<file path="config.mk">
export PLATFORM = sky130hd
export DESIGN_NAME = grid_seq_top
export DESIGN_NICKNAME = d
export VERILOG_FILES = /design/src/rtl/grid_seq_pkg.sv /design/src/rtl/grid_seq_limits.sv /design/src/rtl/grid_seq_settle.sv /design/src/rtl/grid_seq_fault.sv /design/src/rtl/grid_seq_fsm.sv /design/src/rtl/grid_seq_top.sv
export SDC_FILE = /design/constraint.sdc
export NUM_CORES = 1
export LEC_CHECK = 0
export BUFFER_PORTS_ARGS = -buffer_cell sky130_fd_sc_hd__clkbuf_2
export CAP_MARGIN = 20
export CORE_ASPECT_RATIO = 1.1
export CORE_MARGIN = 2
export CORE_UTILIZATION = 25
export CTS_BUF_LIST = sky130_fd_sc_hd__clkbuf_16
export DETAILED_ROUTE_END_ITERATION = 8
export GPL_TIMING_DRIVEN = 0
export PLACE_DENSITY = 0.55
export SETUP_SLACK_MARGIN = 0.1
export SYNTH_ARGS = -nofsm -noshare
export SYNTH_HDL_FRONTEND = slang
export SYNTH_SLANG_ARGS = --single-unit
</file>
<file path="constraint.sdc">
create_clock -name clk_i -period 2.17 [get_ports clk_i]
set_clock_uncertainty 0.1 [all_clocks]
set_input_delay 0.217 -clock clk_i [delete_from_list [all_inputs] [get_ports clk_i]]
set_output_delay 0.217 -clock clk_i [all_outputs]
set_load 0.01 [all_outputs]
</file>
<file path="src/rtl/grid_seq_pkg.sv">
package grid_seq_pkg;
  typedef enum logic [2:0] {
    ST_IDLE      = 3'd0,
    ST_WAIT_ZERO = 3'd1,
    ST_FF_ONLY   = 3'd2,
    ST_FF_PI     = 3'd3,
    ST_FAULT     = 3'd4
  } seq_state_e;

  localparam int unsigned NUM_LIMITS = 5;
  localparam int unsigned CODE_W     = $clog2(NUM_LIMITS + 1);

  // breach vector index, code = index + 1, lower index wins
  localparam int unsigned LIM_GRID_V = 0;
  localparam int unsigned LIM_GRID_F = 1;
  localparam int unsigned LIM_BUS_V  = 2;
  localparam int unsigned LIM_CUR    = 3;
  localparam int unsigned LIM_ERR    = 4;
endpackage

</file>
<file path="src/rtl/grid_seq_limits.sv">
module grid_seq_limits
  import grid_seq_pkg::*;
#(
  parameter int unsigned W = 16
) (
  input  logic signed [W-1:0]    grid_v_i,
  input  logic        [W-1:0]    grid_f_i,
  input  logic        [W-1:0]    bus_v_i,
  input  logic signed [W-1:0]    out_cur_i,
  input  logic signed [W-1:0]    trk_err_i,
  input  logic        [W-1:0]    lim_grid_v_i,
  input  logic        [W-1:0]    lim_f_lo_i,
  input  logic        [W-1:0]    lim_f_hi_i,
  input  logic        [W-1:0]    lim_bus_lo_i,
  input  logic        [W-1:0]    lim_bus_hi_i,
  input  logic        [W-1:0]    lim_cur_i,
  input  logic        [W-1:0]    lim_err_i,
  input  logic                   sensor_live_i,
  output logic [NUM_LIMITS-1:0]  breach_o,
  output logic                   env_ok_o
);
  function automatic logic [W:0] mag(input logic [W-1:0] x);
    logic [W:0] e;
    e = {x[W-1], x};
    return x[W-1] ? (~e + 1'b1) : e;
  endfunction

  logic v_bad, f_bad, b_bad, c_bad, e_bad;

  always_comb begin
    v_bad = mag(grid_v_i) > {1'b0, lim_grid_v_i};
    f_bad = (grid_f_i < lim_f_lo_i) || (grid_f_i > lim_f_hi_i);
    b_bad = (bus_v_i < lim_bus_lo_i) || (bus_v_i > lim_bus_hi_i);
    c_bad = mag(out_cur_i) > {1'b0, lim_cur_i};
    e_bad = mag(trk_err_i) > {1'b0, lim_err_i};
  end

  always_comb begin
    breach_o             = '0;
    breach_o[LIM_GRID_V] = v_bad;
    breach_o[LIM_GRID_F] = f_bad;
    breach_o[LIM_BUS_V]  = b_bad;
    // current sensor only valid once it is powered and PI runs
    breach_o[LIM_CUR]    = c_bad & sensor_live_i;
    breach_o[LIM_ERR]    = e_bad & sensor_live_i;
  end

  assign env_ok_o = ~(v_bad | f_bad | b_bad);
endmodule

</file>
<file path="src/rtl/grid_seq_settle.sv">
module grid_seq_settle #(
  parameter int unsigned SETTLE_TICKS = 20
) (
  input  logic clk_i,
  input  logic rst_ni,
  input  logic tick_i,
  input  logic count_en_i,
  input  logic restart_i,
  output logic any_tick_o,
  output logic done_o
);
  localparam int unsigned CW = $clog2(SETTLE_TICKS + 1);
  localparam logic [CW-1:0] LAST = CW'(SETTLE_TICKS - 1);

  logic [CW-1:0] cnt_q;

  always_ff @(posedge clk_i or negedge rst_ni) begin
    if (!rst_ni)                   cnt_q <= '0;
    else if (restart_i)            cnt_q <= '0;
    else if (count_en_i && tick_i) cnt_q <= cnt_q + 1'b1;
  end

  assign any_tick_o = cnt_q != '0;
  assign done_o     = count_en_i && tick_i && (cnt_q == LAST);
endmodule

</file>
<file path="src/rtl/grid_seq_fault.sv">
module grid_seq_fault
  import grid_seq_pkg::*;
(
  input  logic                  clk_i,
  input  logic                  rst_ni,
  input  logic [NUM_LIMITS-1:0] breach_i,
  input  logic                  arm_i,
  input  logic                  release_i,
  output logic [CODE_W-1:0]     code_o
);
  logic [CODE_W-1:0] first_code;
  logic [CODE_W-1:0] code_q;

  always_comb begin
    first_code = '0;
    for (int i = NUM_LIMITS - 1; i >= 0; i--) begin
      if (breach_i[i]) first_code = CODE_W'(i + 1);
    end
  end

  always_ff @(posedge clk_i or negedge rst_ni) begin
    if (!rst_ni)                     code_q <= '0;
    else if (release_i)              code_q <= '0;
    else if (arm_i && |breach_i)     code_q <= first_code;
  end

  assign code_o = code_q;
endmodule

</file>
<file path="src/rtl/grid_seq_fsm.sv">
module grid_seq_fsm
  import grid_seq_pkg::*;
(
  input  logic       clk_i,
  input  logic       rst_ni,
  input  logic       req_i,
  input  logic       lock_i,
  input  logic       wrap_i,
  input  logic       settle_done_i,
  input  logic       trip_i,
  input  logic       clear_i,
  input  logic       env_ok_i,
  output seq_state_e state_o,
  output logic       release_o
);
  seq_state_e state_q, state_d;
  logic       go;

  assign go        = req_i & lock_i;
  assign release_o = (state_q == ST_FAULT) & clear_i & env_ok_i;

  always_comb begin
    state_d = state_q;
    if (state_q != ST_FAULT && trip_i) begin
      state_d = ST_FAULT;
    end else begin
      case (state_q)
        ST_IDLE:      if (go) state_d = ST_WAIT_ZERO;
        ST_WAIT_ZERO: if (!go) state_d = ST_IDLE;
                      else if (wrap_i) state_d = ST_FF_ONLY;
        ST_FF_ONLY:   if (!go) state_d = ST_IDLE;
                      else if (settle_done_i) state_d = ST_FF_PI;
        ST_FF_PI:     if (!go) state_d = ST_IDLE;
        ST_FAULT:     if (release_o) state_d = ST_IDLE;
        default:      state_d = ST_FAULT;
      endcase
    end
  end

  always_ff @(posedge clk_i or negedge rst_ni) begin
    if (!rst_ni) state_q <= ST_IDLE;
    else         state_q <= state_d;
  end

  assign state_o = state_q;
endmodule

</file>
<file path="src/rtl/grid_seq_top.sv">
module grid_seq_top
  import grid_seq_pkg::*;
#(
  parameter int unsigned W            = 16,
  parameter int unsigned SETTLE_TICKS = 20
) (
  input  logic              clk_i,
  input  logic              rst_ni,
  input  logic              ctrl_tick_i,
  input  logic              osc_wrap_i,
  input  logic              pll_lock_i,
  input  logic              connect_req_i,
  input  logic              fault_clear_i,
  input  logic [W-1:0]      grid_v_i,
  input  logic [W-1:0]      grid_f_i,
  input  logic [W-1:0]      bus_v_i,
  input  logic [W-1:0]      out_cur_i,
  input  logic [W-1:0]      trk_err_i,
  input  logic [W-1:0]      lim_grid_v_i,
  input  logic [W-1:0]      lim_f_lo_i,
  input  logic [W-1:0]      lim_f_hi_i,
  input  logic [W-1:0]      lim_bus_lo_i,
  input  logic [W-1:0]      lim_bus_hi_i,
  input  logic [W-1:0]      lim_cur_i,
  input  logic [W-1:0]      lim_err_i,
  output logic              bridge_en_o,
  output logic              ff_en_o,
  output logic              pi_en_o,
  output logic              zero_duty_o,
  output logic [CODE_W-1:0] fault_code_o
);
  seq_state_e            state_w;
  logic [NUM_LIMITS-1:0] breach_w;
  logic                  env_ok_w, release_w;
  logic                  settle_done_w, any_tick_w;
  logic                  bridge_on, ff_only, pi_on;

  assign ff_only   = state_w == ST_FF_ONLY;
  assign pi_on     = state_w == ST_FF_PI;
  assign bridge_on = ff_only | pi_on;

  grid_seq_limits #(.W(W)) limits_i (
    .grid_v_i     (grid_v_i),
    .grid_f_i     (grid_f_i),
    .bus_v_i      (bus_v_i),
    .out_cur_i    (out_cur_i),
    .trk_err_i    (trk_err_i),
    .lim_grid_v_i (lim_grid_v_i),
    .lim_f_lo_i   (lim_f_lo_i),
    .lim_f_hi_i   (lim_f_hi_i),
    .lim_bus_lo_i (lim_bus_lo_i),
    .lim_bus_hi_i (lim_bus_hi_i),
    .lim_cur_i    (lim_cur_i),
    .lim_err_i    (lim_err_i),
    .sensor_live_i(pi_on),
    .breach_o     (breach_w),
    .env_ok_o     (env_ok_w)
  );

  grid_seq_settle #(.SETTLE_TICKS(SETTLE_TICKS)) settle_i (
    .clk_i     (clk_i),
    .rst_ni    (rst_ni),
    .tick_i    (ctrl_tick_i),
    .count_en_i(ff_only),
    .restart_i (~bridge_on),
    .any_tick_o(any_tick_w),
    .done_o    (settle_done_w)
  );

  grid_seq_fsm fsm_i (
    .clk_i        (clk_i),
    .rst_ni       (rst_ni),
    .req_i        (connect_req_i),
    .lock_i       (pll_lock_i),
    .wrap_i       (osc_wrap_i),
    .settle_done_i(settle_done_w),
    .trip_i       (|breach_w),
    .clear_i      (fault_clear_i),
    .env_ok_i     (env_ok_w),
    .state_o      (state_w),
    .release_o    (release_w)
  );

  grid_seq_fault fault_i (
    .clk_i    (clk_i),
    .rst_ni   (rst_ni),
    .breach_i (breach_w),
    .arm_i    (state_w != ST_FAULT),
    .release_i(release_w),
    .code_o   (fault_code_o)
  );

  assign bridge_en_o = bridge_on;
  assign ff_en_o     = bridge_on;
  assign pi_en_o     = pi_on;
  // duty held at zero until feedforward has had its first tick
  assign zero_duty_o = ~bridge_on | (ff_only & ~any_tick_w);
endmodule

</file>
==> metrics <==
PortBufs approximately 200; Post-synth top cells inv_1, ha_1, a21oi_1, nand2_1, xnor2_1; GPL Wtd Cong around 0.8; Worst-Skew Late Latency 240 ps; CP Launch Type input pin; Final nets 1115; initial antenna violation count 0; P per Cell Area 265 mW/mm²; library cells used by synthesis 55; Core Area between 0.015 and 0.02 mm²; type of the worst min-delay path input pin to flop; EDFF count, synth 0; Peak VDD IR 0.000148 V; Final WS setup -1680 ps; outcome complete, but fails checks; 1st-pass router iterations 6; power consumption 1.54 mW; Worst Path Arrival 3920 ps; Main synth FF type dfrtp_1; first-pass GRT wire length roughly 19 mm; pin count of the biggest net entering global routing 12; vias in the first global route 4452; Synth area leader ha_1; initial core utilization 25.3%; Cells after DPL 997; hpwl dp 10.7 mm; Post-Syn Area approximately 0.0043 mm²; top cell type's share of synthesized area 33.8%; register area share after synthesis 6.47%; Final Max Slew Viols 0; GRT Util Overall 12.4%; Std-Cell Rows 50; synth top area cells ha_1, inv_1, xnor2_1; maximum clock rate between 200 and 300 MHz; flops & latches, synth 11; clock sink count 11; YS warnings 0; H-tree Lvls 1; routed len/inst 11.5 µm; Die Height 141 µm; CP Data Required Time 2250 ps; worst-path fanout max 5; syn nets 898; Worst Tran Pin Value 575 ps; Routed Antenna Nets 0; share of cells above drive strength 1 29.3%; Worst Path Class, Setup input pin to flop; Tmin final 3850 ps; Die W 128 µm; Overflow after GRT 0; routed vias 4563; Leak 3.25 nW; top-count cell post-synth inv_1; CTS tree yes; Max transition margin 61.6%; drt drc 0; Area Growth Syn to Fin 36.1%; Crit. End Element flop; io pins 206; RSZ-0062 raised after global routing yes; Avg Vias per Cell 4.53; Finish-stage setup viols 6; Final Non-Filler Cells 1008; Mapped Cells 584; Routed WL 11.6 mm; CTS Buffer Depth 2; Iter 0 DRT Violations 76; Max Cap Viol 0; cts bufs inserted 3; final hold vios 0; CTS root buf clkbuf_16; Mean Syn Cell Area approximately 7.3 µm²; asr flop ratio synth 100%; Antenna Cells 0; Reg clk slew, reported paths 40 ps; Die ar. about 0.018 mm²; failing checks negative setup slack; Period Utilization, post-route 177%
[report_power, final]
group	leakage [nW]	switching [mW]	internal, mW
clock	0.0423	0.0869	0.241
combinational	3.06	0.498	0.474
sequential	0.144	0.00998	0.225
[cell families (layout without fill, tap and decap cells)]
| logic type | count (synthesis) | after routing | synth area share [%] |
|---|---|---|---|
| AO/OA/AOI/OAI | 136 | 136 | 20.5 |
| XOR/XNOR | 43 | 43 | 8.85 |
| adder cells (fa/ha/maj) | 115 | 115 | 33.8 |
| buffers and inverters | 125 | 341 | 11.1 |
| flip-flops | 11 | 11 | 6.47 |
| multiplexers | 1 | 1 | 0.235 |
| AND/OR/NAND/NOR | 153 | 153 | 19.0 |
[layer usage]
| metal | part of all wire, % | wire length, µm | GRT usage (%) | vias up |
|---|---|---|---|---|
| met5 | 0 | 0 | 0 | - |
| met4 | 0.59 | 68 | 1.62 | 0 |
| met3 | 7.0 | 816 | 2.35 | 4 |
| met2 | 49 | 5700 | 22.9 | 128 |
| met1 | 43 | 5030 | 15.2 | 1941 |
| li1 | - | - | - | 2490 |
[state kept, by name, indices dropped and copies added (netlist names)]
name            cells
fsm_i.state_o       3
fault_i.code_o      3
settle_i.cnt_q      5
[metrics by stage]
| step | hold WS, ps | utilization (%) | TNS, ps | area [µm²] | setup WS, ps |
|---|---|---|---|---|---|
| finish | 181 | 34.4 | -9590 | 5790 | -1680 |
| global route | 216 | 34.4 | -10830 | 5790 | -1880 |
| CTS | 172 | 34.1 | -10020 | 5740 | -1760 |
| detailed placement | 15.0 | 33.0 | -12350 | 5560 | -2170 |
| global placement | 14.4 | 33.0 | -12230 | 5560 | -2140 |
| floorplan | -179 | - | -9070 | 4270 | -1610 |
[critical path: stages]
cell and delay [ps]:
buf_6 90, or4_4 530, or3_4 350, or4_4 420, or2_4 260, o31ai_4 180, xnor2_1 140, ha_1 260
a21o_1 170, a221oi_2 280, nand2b_1 130, o311ai_4 300, o21ai_4 150, o2111ai_1 230, o221a_2 200
[area by class of cell]
cell class,instances,area (µm²)
tap,208,260
clock buffer,3,75.1
clock inverter,1,3.75
buffer,5,22.5
sequential,11,275
inverter,120,450
timing repair buffer,212,1100
multi-input combinational,448,3600
fill,1841,11000
[layout by cell type, fill, tap and decap left out, drive strengths merged, types with 14 or more instances in the layout]
cell type	count
xnor2	39
clkbuf	211
nor2	21
nand3	16
nand4	14
nand2	45
ha	115
o21ai	31
inv	121
a21oi	46
[final timing paths]
check | start | end | slack (ps) | cells after the start
max in group asynchronous | rst_ni | settle_i.cnt_q[0]$_DFFE_PN0P_ | 1420 | 2
min in group asynchronous | rst_ni | settle_i.cnt_q[4]$_DFFE_PN0P_ | 330 | 2
hold reg to reg | fsm_i.state_o[2]$_DFFE_PN0P_ | fsm_i.state_o[2]$_DFFE_PN0P_ | 430 | 1
setup / recovery | out_cur_i[6] | fault_i.code_o[1]$_DFFE_PN0P_ | -1680 | 15
hold / removal | fault_clear_i | fsm_i.state_o[2]$_DFFE_PN0P_ | 180 | 3
setup reg to reg | fsm_i.state_o[2]$_DFFE_PN0P_ | fault_i.code_o[1]$_DFFE_PN0P_ | 100 | 7
[what timing repair did]
action,CTS,global route
hold buffers,1,0
pin swaps,6,3
endpoints found under the setup margin,6,6
resized for setup,10,8
buffers inserted,5,1
hold endpoints to repair,11,0
Power figures use the tool's default switching activity.
